## src/rtl/wpg_pkg.sv

```systemverilog
package wpg_pkg;
  // Strobes from the decision logic to the shadow register.
  typedef struct packed {
    logic takeStored;  // copy the byte read from the array
    logic takeWrite;   // follow a permitted write to the top address
  } shadowCmd_t;
endpackage

```

## src/rtl/wpg_shadow.sv

```systemverilog
module wpg_shadow
  import wpg_pkg::*;
#(
  parameter int DATA_W = 8
) (
  input  logic              clk,
  input  logic              rstN,
  input  shadowCmd_t        cmd,
  input  logic [DATA_W-1:0] ctrlIn,
  input  logic [DATA_W-1:0] wrData,
  output logic [DATA_W-1:0] shadowOut
);
  logic [DATA_W-1:0] shadowQ;

  // Erased-array value on reset: all ones, flag set, protection off.
  always_ff @(posedge clk or negedge rstN) begin
    if (!rstN)              shadowQ <= '1;
    else if (cmd.takeStored) shadowQ <= ctrlIn;
    else if (cmd.takeWrite)  shadowQ <= wrData;
  end

  assign shadowOut = shadowQ;


  load_take_chk: assert property (@(posedge clk) disable iff (!rstN)
    ($past(rstN) && $past(cmd.takeStored)) |-> (shadowOut == $past(ctrlIn)));


  shadow_hold_chk: assert property (@(posedge clk) disable iff (!rstN)
    ($past(rstN) && !$past(cmd.takeStored) && !$past(cmd.takeWrite)) |-> $stable(shadowOut));
endmodule

```

## src/rtl/wpg_decide.sv

```systemverilog
module wpg_decide
  import wpg_pkg::*;
#(
  parameter int ADDR_W    = 9,
  parameter int DATA_W    = 8,
  parameter int GRAN_BITS = 3,
  parameter int FLAG_BIT  = 2,
  parameter bit HAS_WC    = 1'b1
) (
  input  logic              clk,
  input  logic              rstN,
  input  logic [ADDR_W-1:0] wrAddr,
  input  logic              wrStrobe,
  input  logic              ctrlLoad,
  input  logic              protPin,
  input  logic              wcPin,
  input  logic [DATA_W-1:0] shadow,
  output logic              allowOk,
  output shadowCmd_t        cmd
);
  localparam int ROW_W = ADDR_W - 1 - GRAN_BITS;  // row index inside a half
  localparam int PTR_W = DATA_W - GRAN_BITS;      // pointer field width

  logic             upperHalf;
  logic [ROW_W-1:0] rowIdx;
  logic [PTR_W-1:0] boundRow;
  logic             guardActive;
  logic             inWindow;
  logic             hardLock;
  logic             permit;
  logic             isTop;

  assign upperHalf   = wrAddr[ADDR_W-1];
  assign rowIdx      = wrAddr[ADDR_W-2:GRAN_BITS];
  assign boundRow    = shadow[DATA_W-1:GRAN_BITS];
  assign guardActive = protPin && !shadow[FLAG_BIT];
  assign inWindow    = upperHalf && (rowIdx >= boundRow);
  assign isTop       = (wrAddr == {ADDR_W{1'b1}});

  generate
    if (HAS_WC) begin : g_wcLock
      assign hardLock = wcPin;
    end else begin : g_noLock
      assign hardLock = 1'b0;
    end
  endgenerate

  assign permit  = !hardLock && !(guardActive && inWindow);
  assign allowOk = wrStrobe && permit;

  assign cmd.takeStored = ctrlLoad;
  assign cmd.takeWrite  = allowOk && isTop && !ctrlLoad;


  allow_needs_strobe_chk: assert property (@(posedge clk) disable iff (!rstN)
    allowOk |-> wrStrobe);


  wc_lock_chk: assert property (@(posedge clk) disable iff (!rstN)
    (HAS_WC && wcPin) |-> (!allowOk && !cmd.takeWrite));


  lower_open_chk: assert property (@(posedge clk) disable iff (!rstN)
    (wrStrobe && !wrAddr[ADDR_W-1] && !(HAS_WC && wcPin)) |-> allowOk);


  top_locked_chk: assert property (@(posedge clk) disable iff (!rstN)
    (wrStrobe && isTop && protPin && !shadow[FLAG_BIT]) |-> !allowOk);
endmodule

```

## src/rtl/wpg_top.sv

```systemverilog
module wpg_top
  import wpg_pkg::*;
#(
  parameter int ADDR_W    = 9,
  parameter int DATA_W    = 8,
  parameter int GRAN_BITS = 3,
  parameter int FLAG_BIT  = 2,
  parameter bit HAS_WC    = 1'b1
) (
  input  logic              clk,
  input  logic              rstN,
  input  logic [ADDR_W-1:0] wrAddr,
  input  logic [DATA_W-1:0] wrData,
  input  logic              wrStrobe,
  input  logic              ctrlLoad,
  input  logic [DATA_W-1:0] ctrlIn,
  input  logic              protPin,
  input  logic              wcPin,
  output logic              allowOk,
  output logic [DATA_W-1:0] ctrlShadow
);
  shadowCmd_t        cmd;
  logic [DATA_W-1:0] shadowVal;

  wpg_decide #(
    .ADDR_W(ADDR_W), .DATA_W(DATA_W), .GRAN_BITS(GRAN_BITS),
    .FLAG_BIT(FLAG_BIT), .HAS_WC(HAS_WC)
  ) decide_i (
    .clk(clk), .rstN(rstN), .wrAddr(wrAddr), .wrStrobe(wrStrobe),
    .ctrlLoad(ctrlLoad), .protPin(protPin), .wcPin(wcPin),
    .shadow(shadowVal), .allowOk(allowOk), .cmd(cmd)
  );

  wpg_shadow #(.DATA_W(DATA_W)) shadow_i (
    .clk(clk), .rstN(rstN), .cmd(cmd), .ctrlIn(ctrlIn),
    .wrData(wrData), .shadowOut(shadowVal)
  );

  assign ctrlShadow = shadowVal;
endmodule

```

## config.mk

```make
export PLATFORM = sky130hd
export DESIGN_NAME = wpg_top
export DESIGN_NICKNAME = d
export VERILOG_FILES = /design/src/rtl/wpg_pkg.sv /design/src/rtl/wpg_shadow.sv /design/src/rtl/wpg_decide.sv /design/src/rtl/wpg_top.sv
export SDC_FILE = /design/constraint.sdc
export NUM_CORES = 1
export LEC_CHECK = 0
export CAP_MARGIN = 10
export CORE_ASPECT_RATIO = 0.8
export CORE_UTILIZATION = 35
export DETAILED_ROUTE_END_ITERATION = 10
export PLACE_DENSITY = 0.75
export SKIP_LAST_GASP = 1
export SYNTH_ARGS = -nofsm -noshare
export SYNTH_HDL_FRONTEND = slang
export SYNTH_SLANG_ARGS = --single-unit
export TNS_END_PERCENT = 20
```

## constraint.sdc

```tcl
create_clock -name clk -period 2.5 [get_ports clk]
set_input_delay 0.5 -clock clk [delete_from_list [all_inputs] [get_ports clk]]
set_output_delay 0.5 -clock clk [all_outputs]
set_load 0.005 [all_outputs]
```

# Yosys cells after proc, flatten, opt, wreduce, memory -nomap -nowiden
# Cells that the tools add are included.
# op_classes
n_reduce_logical	12
n_mux	2
multipliers	0
shift	0
bitwise	0
div_mod_pow	0
n_addsub	0
eq_ne	1
magnitude_cmp	1
# ops
operator	count
8-bit 2-to-1 mux	2
9-bit == test (second input constant)	1
1-bit logical AND	7
5-bit greater-or-equal comparator	1
1-bit zero test	4
2-bit nonzero test	1
# totals
rom_bits	0
mem_count	0
latchBits	0
register_bits	8
out_inout_bits	9
mem_bits_rw	0
word_cells	17
input_bits	31

# Longest topological paths before layout
# depth
ltp_word	10
depth_mapped	7
mapped_depth_nobuf	7

# Cells and area by module
# Synthesis repeated with hierarchy kept, for this count alone.
# unflattened
hier_cells	61
area_unflattened_um2	588.1
# by_module_without_submodules
module	area_each_um2	instances	seq_area_each_um2	cells_per_inst
wpg_shadow	382.9	1	210.2	34
wpg_decide	205.2	1	0.0	27

# Least setup slack after synthesis
# No wires, ideal clock.
# synth_timing
path_type	register to output
startpoint	register shadow_i.shadowQ[5] (netlist: shadow_i.shadowOut[5])
endpoint	output port allowOk
slack_ns	0.402
arrival_time_ns	1.598
path_buffers	0
required_time_ns	2.000
stages_incl_launch_ff	8
cell_sequence	dfstp_2 -> inv_1 -> ha_1 -> o21a_1 -> nor2_2 -> a21oi_1 -> a211o_1 -> o21ai_1
# synth_via
elab_chain_cells	6
# synth_rtl
element	line	text
start: declaration	wpg_shadow.sv:13	logic [DATA_W-1:0] shadowQ;
start signal: assignment	wpg_shadow.sv:18	else if (cmd.takeStored) shadowQ <= ctrlIn;
start signal: assignment	wpg_shadow.sv:19	else if (cmd.takeWrite) shadowQ <= wrData;
5-bit greater-or-equal comparator	wpg_decide.sv:37	assign inWindow = upperHalf && (rowIdx >= boundRow);
1-bit logical AND	wpg_decide.sv:37	
1-bit logical AND	wpg_decide.sv:48	assign permit = !hardLock && !(guardActive && inWindow);
1-bit zero test	wpg_decide.sv:48	
1-bit logical AND	wpg_decide.sv:48	
1-bit logical AND	wpg_decide.sv:49	assign allowOk = wrStrobe && permit;
end: declaration	wpg_top.sv:19	output logic allowOk,
# No other way between the ends.

# Worst setup path after layout
# Ends and elaborated chain as after synthesis.

==> results.ini <==
[critical_path]
r2r-start = shadow_i.shadowOut[4]
reg2reg_depth = 8
cp-endpoint = allowOk
cp-start-kind = register
reg2reg_to = shadow_i.shadowOut[6]
worstPathMaxFanout = 2
worstSetupPathType = register to output port
cp_data_required_time_ns = 2.00
cp-startpoint = shadow_i.shadowOut[5]
cp-end-kind = output port
crit_arrival_ns = 1.92
rrSetupSlack_ns = 0.53

[pwr]
p_leak_nw = 0.531
ir_drop_mv = 0.217
power_w = 0.000466
power.density_mw_per_mm2 = 388

[layout]
final_common_cell = clkdlybuf4s50_1
fillCellCount = 146
design_area_mm2 = 0.00120
area_delta_synth_final_pct = 73.8
final_cell_mix = clkdlybuf4s50_1, buf_4, o21ai_1, and3_1
largest_reg_flops = 8
n_antenna_cell = 0
drive_gt1_frac = 0.264
finalNetCount = 167

[placed_design]
numPortBuffers = 39
dpl_cell_area_mm2 = 0.00116
gp_congestion = 0.791
dp_hpwl_um = 1640

[timing]
fin_worst_hold_slack_ns = 0.509
rsz0062_at_grt = false
period_share = 0.967
final-setup-viol-count = 0
fin_crit_ns = 2.42
worst_pin_slew_ns = 0.560
hold_viol = 0
max_freq_ghz = 0.414
maxSlewViolCount = 0
clock_skew_ns = 0.00582
maxSlewHeadroom = 0.625

[route]
wl_per_cell_um = 14.3
viasPerCell = 5.23
postRouteAntennaNets = 0
drt_iter0_markers = 19
routed_wl_um = 2150
drtPass1Iterations = 4
dr_total_vias = 790
drcViolationCount = 0

[clock_network]
insertion_delay_ns = 0.26
h-tree-depth = 1
clock_sinks = 8
numCtsBuffers = 3
cts_buffer_depth = 2
cts_root_buf = clkbuf_4
clk_pin_slew_ns = 0.06
cts_tree = done

[floorplan]
rows = 13
io_pins = 40
die_x_um = 51.7
core_area_mm2 = 0.00174
die_h_um = 41.8
start_util = 0.398
die_area_mm2 = 0.00216

[global_route]
grt_max_degree = 17
grt_pass1_wl_um = 3420
first_global_vias = 811
antenna_found_initial = 0
track_usage = 0.215
overflow = 0

[synth]
netlist_area_um2 = 692
yosysSeqAreaShare = 0.304
synth.distinct_cells = 23
yosys_register_bits = 8
avgSynthCellArea_um2 = 8.76
ys_warn_count = 0
postSynthNetCount = 115
syn_inst = 79

[job]
cap_viol_max_count = 0

[hold_path]
min_path_type = register to register

[status]
status = finished, final reports clean

-- per-layer routing --
layer | vias to the layer above | GRT usage | routed length (um)
met4 | 0 | 0.0973 | 33
met3 | 5 | 0.0366 | 113
met5 | - | 0 | 0
li1 | 392 | - | -
met1 | 358 | 0.238 | 970
met2 | 35 | 0.392 | 1040
-- critical path, cell delays in order, from the launching register on --
cell and delay, ns:
dfstp_2 0.54, inv_2 0.03, ha_1 0.26, o21a_1 0.19, nor2_2 0.14, a21oi_2 0.05, a211o_1 0.25, o21ai_1 0.06
buf_2 0.12
-- where the power goes --
group	leakage (nW)	internal, W	switching, W	total, W
Clock	0.0138	0.0000554	0.0000509	0.000106
Sequential	0.0843	0.000150	0.00000880	0.000159
Combinational	0.433	0.000118	0.0000825	0.000201
-- logic make-up after synthesis --
logic type | synth area share
simple gates | 0.239
fa+ha+maj | 0.0904
compound gates | 0.324
flops | 0.304
buf+inv | 0.0434
-- per-stage QoR --
| step | instances | utilization | setup WS (ns) | setup TNS (ns) |
|---|---|---|---|---|
| floorplan | 79 | - | 0.402 | 0 |
| global placement | 146 | 0.668 | -0.410 | -0.410 |
| detailed placement | 146 | 0.668 | -0.478 | -0.478 |
| CTS | 150 | 0.685 | 0.00793 | 0 |
| global route | 151 | 0.691 | 0.00521 | 0 |
| finish | 151 | 0.691 | 0.0829 | 0 |
-- what timing repair did --
action                     4_1_cts  5_1_grt
setup buffers                    1        1
hold endpoints to repair         0        0
hold buffers                     0        0
resized for setup                8        2
setup endpoints to repair        1        1
pin swaps                        1        4
-- final cells by class --
class / instances / area (um^2) / area share
sequential: 8 / 210 / 0.175
clock buffer: 3 / 22.5 / 0.0187
tap: 22 / 27.5 / 0.0229
multi-input combinational: 63 / 459 / 0.382
inverter: 6 / 22.5 / 0.0187
timing repair buffer: 49 / 460 / 0.383
-- how the worst min path moves through the flow --
stage | endpoint | startpoint | depth (start not counted) | slack [ns]
2_1_floorplan | shadow_i.shadowOut[0] | rstN | 0 | 0.35
3_3_place_gp | shadow_i.shadowOut[1] | shadow_i.shadowOut[1] | 2 | 0.49
3_5_place_dp | shadow_i.shadowOut[6] | shadow_i.shadowOut[6] | 2 | 0.50
4_1_cts | shadow_i.shadowOut[3] | shadow_i.shadowOut[3] | 2 | 0.51
5_1_grt | shadow_i.shadowOut[0] | shadow_i.shadowOut[0] | 2 | 0.53
6_report | shadow_i.shadowOut[3] | shadow_i.shadowOut[3] | 2 | 0.51
-- cells in the mapped netlist --
master | instances | area share
and3_1 | 9 | 0.081
a21oi_1 | 9 | 0.065
a31oi_1 | 8 | 0.072
clkbuf_1 | 2 | 0.011
a211o_4 | 1 | 0.025
a211o_1 | 1 | 0.013
nand2b_2 | 1 | 0.013
o21ai_2 | 1 | 0.013
and3b_2 | 1 | 0.014
o21ai_1 | 10 | 0.072
nor2_2 | 1 | 0.0090
a211oi_4 | 1 | 0.029
ha_1 | 5 | 0.090
nor2_1 | 1 | 0.0054
nand3_2 | 1 | 0.014
dfstp_2 | 8 | 0.30
inv_1 | 6 | 0.033
nand2_1 | 1 | 0.0054
nor2b_1 | 8 | 0.072
a21oi_4 | 1 | 0.024
nand4_1 | 1 | 0.0090
o21a_1 | 1 | 0.011
nor3_2 | 1 | 0.014
(Power assumes the default switching activity.)
